**src/rtl/sh_refresh_seq.sv**
```systemverilog
module sh_refresh_seq #(
  parameter int NCH = 10,
  parameter int DW = 10,
  parameter int HALF_DIV = 1190,
  parameter int MIN_PHASE = 200,
  localparam int CW = (NCH > 1) ? $clog2(NCH) : 1,
  localparam int DIVW = $clog2(HALF_DIV + 1),
  localparam int PHW = $clog2(MIN_PHASE + 1)
) (
  input  logic              clk,
  input  logic              rst_n,
  input  logic              cfg_we,
  input  logic              cfg_ext,
  input  logic [NCH*DW-1:0] codes,
  input  logic              osc_in,
  output logic              osc_out,
  output logic              osc_oe,
  output logic [DW-1:0]     dac_code,
  output logic [NCH-1:0]    sw_en,
  output logic [CW-1:0]     cur_ch,
  output logic              phase_viol
);

  logic [DIVW-1:0] div_cnt;
  logic [PHW-1:0]  ph_cnt;
  logic int_clk, ext_s1, ext_s2, ext_q;
  logic req_ext, sel_ext, wrote_int;
  logic rclk, rclk_q, in_win;
  logic fall, rise, ext_edge, short_ph;
  logic [CW-1:0] ptr;

  assign rclk     = sel_ext ? ext_s2 : int_clk;
  assign fall     = rclk_q & ~rclk;
  assign rise     = ~rclk_q & rclk;
  assign ext_edge = ext_s2 ^ ext_q;
  assign short_ph = ext_edge && (ph_cnt < PHW'(MIN_PHASE));

  always_ff @(posedge clk or negedge rst_n) begin
    if (!rst_n) begin
      div_cnt <= '0;
      int_clk <= 1'b0;
    end else if (div_cnt == DIVW'(HALF_DIV - 1)) begin
      div_cnt <= '0;
      int_clk <= ~int_clk;
    end else begin
      div_cnt <= div_cnt + 1'b1;
    end
  end

  always_ff @(posedge clk or negedge rst_n) begin
    if (!rst_n) begin
      ext_s1 <= 1'b0;
      ext_s2 <= 1'b0;
      ext_q  <= 1'b0;
      rclk_q <= 1'b0;
    end else begin
      ext_s1 <= osc_in;
      ext_s2 <= ext_s1;
      ext_q  <= ext_s2;
      rclk_q <= rclk;
    end
  end

  always_ff @(posedge clk or negedge rst_n) begin
    if (!rst_n) begin
      req_ext   <= 1'b0;
      wrote_int <= 1'b0;
      sel_ext   <= 1'b0;
    end else begin
      if (cfg_we) begin
        req_ext <= cfg_ext;
        if (!cfg_ext) wrote_int <= 1'b1;
      end
      if (sel_ext != req_ext && !int_clk && !ext_s2) sel_ext <= req_ext;
    end
  end

  always_ff @(posedge clk or negedge rst_n) begin
    if (!rst_n) begin
      ph_cnt     <= PHW'(MIN_PHASE);
      phase_viol <= 1'b0;
    end else begin
      if (ext_edge) ph_cnt <= PHW'(1);
      else if (ph_cnt < PHW'(MIN_PHASE)) ph_cnt <= ph_cnt + 1'b1;
      if (sel_ext && short_ph) phase_viol <= 1'b1;
    end
  end

  always_ff @(posedge clk or negedge rst_n) begin
    if (!rst_n) begin
      ptr    <= CW'(NCH - 1);
      in_win <= 1'b0;
    end else if (fall) begin
      ptr    <= (ptr == CW'(NCH - 1)) ? '0 : ptr + 1'b1;
      in_win <= !(sel_ext && short_ph);
    end else if (rise) begin
      in_win <= 1'b0;
    end
  end

  for (genvar g = 0; g < NCH; g++) begin : g_sw
    assign sw_en[g] = in_win && (ptr == CW'(g));
  end

  assign dac_code = codes[int'(ptr)*DW +: DW];
  assign cur_ch   = ptr;
  assign osc_out  = int_clk;
  assign osc_oe   = wrote_int && !req_ext && !sel_ext;

endmodule


```
**config.mk**
```make
export PLATFORM = sky130hd
export DESIGN_NAME = sh_refresh_seq
export DESIGN_NICKNAME = d
export VERILOG_FILES = /design/src/rtl/sh_refresh_seq.sv
export SDC_FILE = /design/constraint.sdc
export NUM_CORES = 1
export LEC_CHECK = 0
export BUFFER_PORTS_ARGS = -buffer_cell sky130_fd_sc_hd__buf_2
export CORE_MARGIN = 4
export CORE_UTILIZATION = 49
export DETAILED_ROUTE_END_ITERATION = 16
export PLACE_DENSITY = 0.84
export SYNTH_ARGS = -nofsm -noshare
export SYNTH_HDL_FRONTEND = slang
export SYNTH_SLANG_ARGS = --single-unit
```
**constraint.sdc**
```tcl
create_clock -name clk -period 5.3 [get_ports clk]
set_clock_uncertainty 0.05 [all_clocks]
set_input_delay 0.265 -clock clk [delete_from_list [all_inputs] [get_ports clk]]
set_output_delay 0.265 -clock clk [all_outputs]
set_load 0.02 [all_outputs]
```
== Word level (Yosys, flattened, before mapping) ==
Index checks and enable logic that the tools add are counted.
Storage, ports and cells
  register bits after elaboration: 33
  input port bits: 105
Cells by class
  add/sub/neg operators: 3
  multipliers: 1
  $lt $le $gt $ge: 1
  equal/unequal tests: 11
  shift operators: 1
  multiplexer cells: 7
  bitwise gates (word level): 7
  reductions and logical operators: 25
Operators with widths (number)
  $shiftx 100x9->10: 1
  $eq 4x3->1 const B: 4
  $logic_and 1x1->1: 16
  $mux 8: 2
  $add 11x1->11 const B: 1
  $eq 11x11->1 const B: 1
  $mux 11: 1
  $add 8x1->8 const B: 1
  $eq 4x2->1 const B: 2
  $eq 4x4->1 const B: 2
  $lt 8x8->1 const B: 1
  $mul 4x3->7 const B: 1
  $logic_not 1->1: 5
  $add 4x1->4 const B: 1
  $eq 4x1->1 const B: 1
  $logic_not 4->1: 1
  $mux 4: 1
  $not 1->1: 4
  $reduce_bool 2->1: 2
  $mux 1: 3
  $and 1x1->1: 2
  $reduce_and 2->1: 1
  $ne 1x1->1: 1
  $xor 1x1->1: 1

== Depth between registers and ports, before layout ==
  word-level depth: 5
  depth in mapped cells: 7

== Worst setup path before layout ==
OpenSTA, ideal clock, no wires.
  path type: flip-flop to output port
  from: register ptr[0] (netlist: cur_ch[0])
  to: output sw_en[1]
  arrival time: 1846 ps
  required time: 4985 ps
  path slack: 3139 ps
  stages on the path, launching flop included: 7
  path buffers: 4
  cells stage by stage: dfstp_2 -> buf_6 -> buf_6 -> buf_4 -> buf_2 -> nand3b_1 -> nor3_1
Between the ends
  cells in the longest elaborated chain, start to end: 2
RTL lines
  start, declared: RTL line 30  | logic [CW-1:0] ptr;
  start signal, assigned: RTL line 91  | ptr <= CW'(NCH - 1);
  start signal, assigned: RTL line 94  | ptr <= (ptr == CW'(NCH - 1)) ? '0 : ptr + 1'b1;
  $eq 4x1->1: RTL line 102  | assign sw_en[g] = in_win && (ptr == CW'(g));
  $logic_and 1x1->1: RTL line 102
  end, declared: RTL line 19  | output logic [NCH-1:0] sw_en,
Every way passes these cells.

== Worst setup path after layout ==
  from: register ptr[0] (netlist: cur_ch[0])
  to: output dac_code[6]
Between the ends
  cells in the longest elaborated chain, start to end: 2
RTL lines
  $mul 4x3->7: RTL line 105  | assign dac_code = codes[int'(ptr)*DW +: DW];
  $shiftx 100x9->10: RTL line 105
  end, declared: RTL line 18  | output logic [DW-1:0] dac_code,
Every way passes these cells.

==> flow_summary.json <==
{
  "status": "complete, but fails checks",
  "violations": "negative hold slack",
  "async_reset_ff_frac": 1.00,
  "critPathTopFamily": "flip-flops",
  "intPower_mw": 0.714,
  "drv_cap": 0,
  "initial_core_util": 0.508,
  "dieArea_um2": 6110,
  "drive_above_1_share": 0.492,
  "seq_area_frac_synth": 0.345,
  "clk_latency_ns": 0.28,
  "hold_buffers": 0,
  "fin_crit_ns": 3.09,
  "yosys-top-cells-area": "dfrtp_1 29%, mux4_2 9.3%, mux2i_1 9.1%, mux2_2 5.6%, dfstp_2 5.4%",
  "synth.avg_cell_area_um2": 10.7,
  "synth_cell_types": 49,
  "syn_nets": 335,
  "syn-cell-area_um2": 2410,
  "rows": 25,
  "clockBufferDepth": 2,
  "worst_setup_path_end_kind": "primary output",
  "path_max_fanout": 29,
  "die_w_um": 78.2,
  "p_switching_mw": 0.504,
  "yosys_register_bits": 33,
  "cts_setup_buffers": 0,
  "coreArea_um2": 4750,
  "portBuffers": 131,
  "dp_hpwl_um": 5460,
  "numClockSinks": 33,
  "path_clk_slew_ns": 0.06,
  "grt_pass1_vias": 2373,
  "drtIter0Drc": 85,
  "setup-tns-final_ns": 0,
  "period_share": 0.583,
  "place_congestion": 0.833,
  "io_pins": 132,
  "area_growth_pct": 31.6,
  "cts_resized": 0,
  "routed_wl_um": 6980,
  "pwr-share-clk": 0.156,
  "die_h_um": 78.2,
  "grt_usage": 0.226,
  "power_density_nw_per_um2": 384,
  "slew_headroom": 0.413,
  "n_fill_cell": 397,
  "whs_ns": -0.0203,
  "drc_errors": 0,
  "antenna_found_initial": 0,
  "fmax_ghz": 0.324,
  "synth_edf_count": 0,
  "crit_path_top_delay_cell": "dfstp_2",
  "critPathKind": "flop to primary output",
  "grt_pass1_wl_um": 11000,
  "finalNetCount": 462,
  "cp_slowest_stage_delay_ns": 0.98,
  "clockRootBuffer": "clkbuf_8",
  "drt_pre_antenna_iters": 4,
  "grt_overflow": 0,
  "cts_tree": "built",
  "worst_pin_slew_ns": 0.880,
  "pwr-share-comb": 0.523,
  "wl_per_cell_um": 16.6,
  "netlist_instances": 226,
  "cp-start-kind": "flop",
  "finalSetupViolCount": 0,
  "synth_ff_type": "dfrtp_1",
  "synth_top_area_frac": 0.290,
  "cp_data_arrival_time_ns": 2.77,
  "path_cells": "buf_4 -> mux4_2 -> a221o_1 -> buf_2",
  "cts_made_buffers": 5,
  "htree_levels": 2,
  "vias": 2354,
  "p_seq_frac": 0.321,
  "vdd_ir_drop_max_uv": 211,
  "rsz0062_at_grt": "no",
  "p_leak_nw": 1.54,
  "p_sw_frac": 0.414,
  "ant_nets": 0,
  "hold_viol": 28,
  "crit_buf_inv": 2,
  "yosysWarnings": 0,
  "grt_max_degree": 34,
  "drv_slew": 0,
  "antenna_cells": 0,
  "hp-class": "input pin to async pin",
  "viasPerCell": 5.59,
  "required_ns": 4.99,
  "yosysTopAreaCell": "dfrtp_1"
}
-- cell usage after synthesis, types with 8 or more instances --
master and instances:
nand2_1 11, xnor2_1 9, o22ai_1 10, mux4_2 10, a221o_1 9, mux2i_1 22, dfrtp_1 28, nand3_1 8
nor2_1 12, nor3_1 8, mux2_2 12
-- sequential cells by signal, indices dropped and copies added, names as in the netlist --
register,cells
div_cnt,11
ph_cnt,8
cur_ch,4
ext_q,1
ext_s1,1
ext_s2,1
in_win,1
osc_out,1
phase_viol,1
rclk_q,1
req_ext,1
sel_ext,1
wrote_int,1
-- kinds of logic (layout without fill, tap and decap cells) --
family                   count (synthesis)  after routing  synth area share
buffers and inverters                   18            146            0.0404
AND/OR/NAND/NOR                         72             72             0.177
flip-flops                              33             33             0.345
multiplexers                            44             44             0.241
adder cells (fa/ha/maj)                  4              4            0.0207
XOR/XNOR                                12             12            0.0435
AO/OA/AOI/OAI                           43             43             0.133
-- metal layers --
layer  up-vias  global-route usage  wire, um
met5         -                   0         0
met1      1102               0.246      2640
met4         0              0.0979       237
met3        25              0.0791       625
li1       1127                   -         -
met2       100               0.395      3480
-- cell usage in the layout (no fill, tap or decap), types with 2 or more instances in the layout --
master and count:
a21o_1 2, a21oi_1 6, a221o_1 9, and4_1 4, buf_2 131, clkbuf_1 2
clkbuf_8 6, dfrtp_1 28, dfstp_2 5, ha_1 4, inv_1 6, mux2_2 12
mux2i_1 22, mux4_2 10, nand2_1 11, nand2b_1 4, nand3_1 8, nand3b_1 2
nand4_1 3, nand4bb_1 2, nor2_1 12, nor2b_1 3, nor3_1 8, o21ai_0 6
o22ai_1 10, o31ai_1 2, or3_2 3, or3b_2 2, xnor2_1 9, xor2_1 3
-- worst reg2reg max path: cells and delay by family (launching register included) --
| kind | cells | cell delay [ns] |
|---|---|---|
| buf+inv | 1 | 0.09 |
| fa+ha+maj | 1 | 0.17 |
| flops | 1 | 0.43 |
| xor+xnor | 1 | 0.13 |
| simple gates | 2 | 0.74 |
-- cell type report --
| class | count | area [um^2] | area share |
|---|---|---|---|
| well taps | 67 | 83.8 | 0.0264 |
| inverters | 6 | 22.5 | 0.00709 |
| flip-flops and latches | 33 | 832 | 0.262 |
| clock buffers | 8 | 90.1 | 0.0284 |
| repair buffers | 132 | 663 | 0.209 |
| multi-input cells | 175 | 1480 | 0.467 |
-- power groups by stage --
stage	Clock [mW]	Sequential [mW]	Combinational, mW
after floorplan	0	0.326	0.555
after global placement	0	0.391	0.630
after detailed placement	0	0.396	0.638
after CTS	0.195	0.392	0.640
after global routing	0.206	0.405	0.683
final	0.190	0.391	0.637
-- path summary, 6_finish.rpt --
kind	from	endpoint	slack (ns)	cells after the start
worst max register to register	div_cnt[1]$_DFF_PN0_	osc_out$_DFFE_PN0N_	3.55	5
worst min register to register	ext_s1$_DFF_PN0_	ext_s2$_DFF_PN0_	0.30	0
worst max-delay path	cur_ch[0]$_DFFE_PN1P_	dac_code[6]	2.21	4
min in group clk	osc_in	ext_s1$_DFF_PN0_	0.04	1
worst min-delay path	rst_n	wrote_int$_DFFE_PN0P_	-0.02	1
max in group asynchronous	rst_n	ph_cnt[1]$_DFFE_PN0P_	4.77	1
-- metrics by stage --
| step | instances | cell area [um^2] | util | worst slack [ns] | total power, mW |
|---|---|---|---|---|---|
| after floorplan | 226 | 2410 | - | 3.14 | 0.881 |
| after global placement | 413 | 3090 | 0.649 | 2.54 | 1.02 |
| after detailed placement | 413 | 3090 | 0.649 | 2.50 | 1.03 |
| after CTS | 421 | 3180 | 0.668 | 2.19 | 1.23 |
| after global routing | 421 | 3180 | 0.668 | 2.07 | 1.29 |
| final | 421 | 3180 | 0.668 | 2.21 | 1.22 |
(Power assumes the default switching activity.)
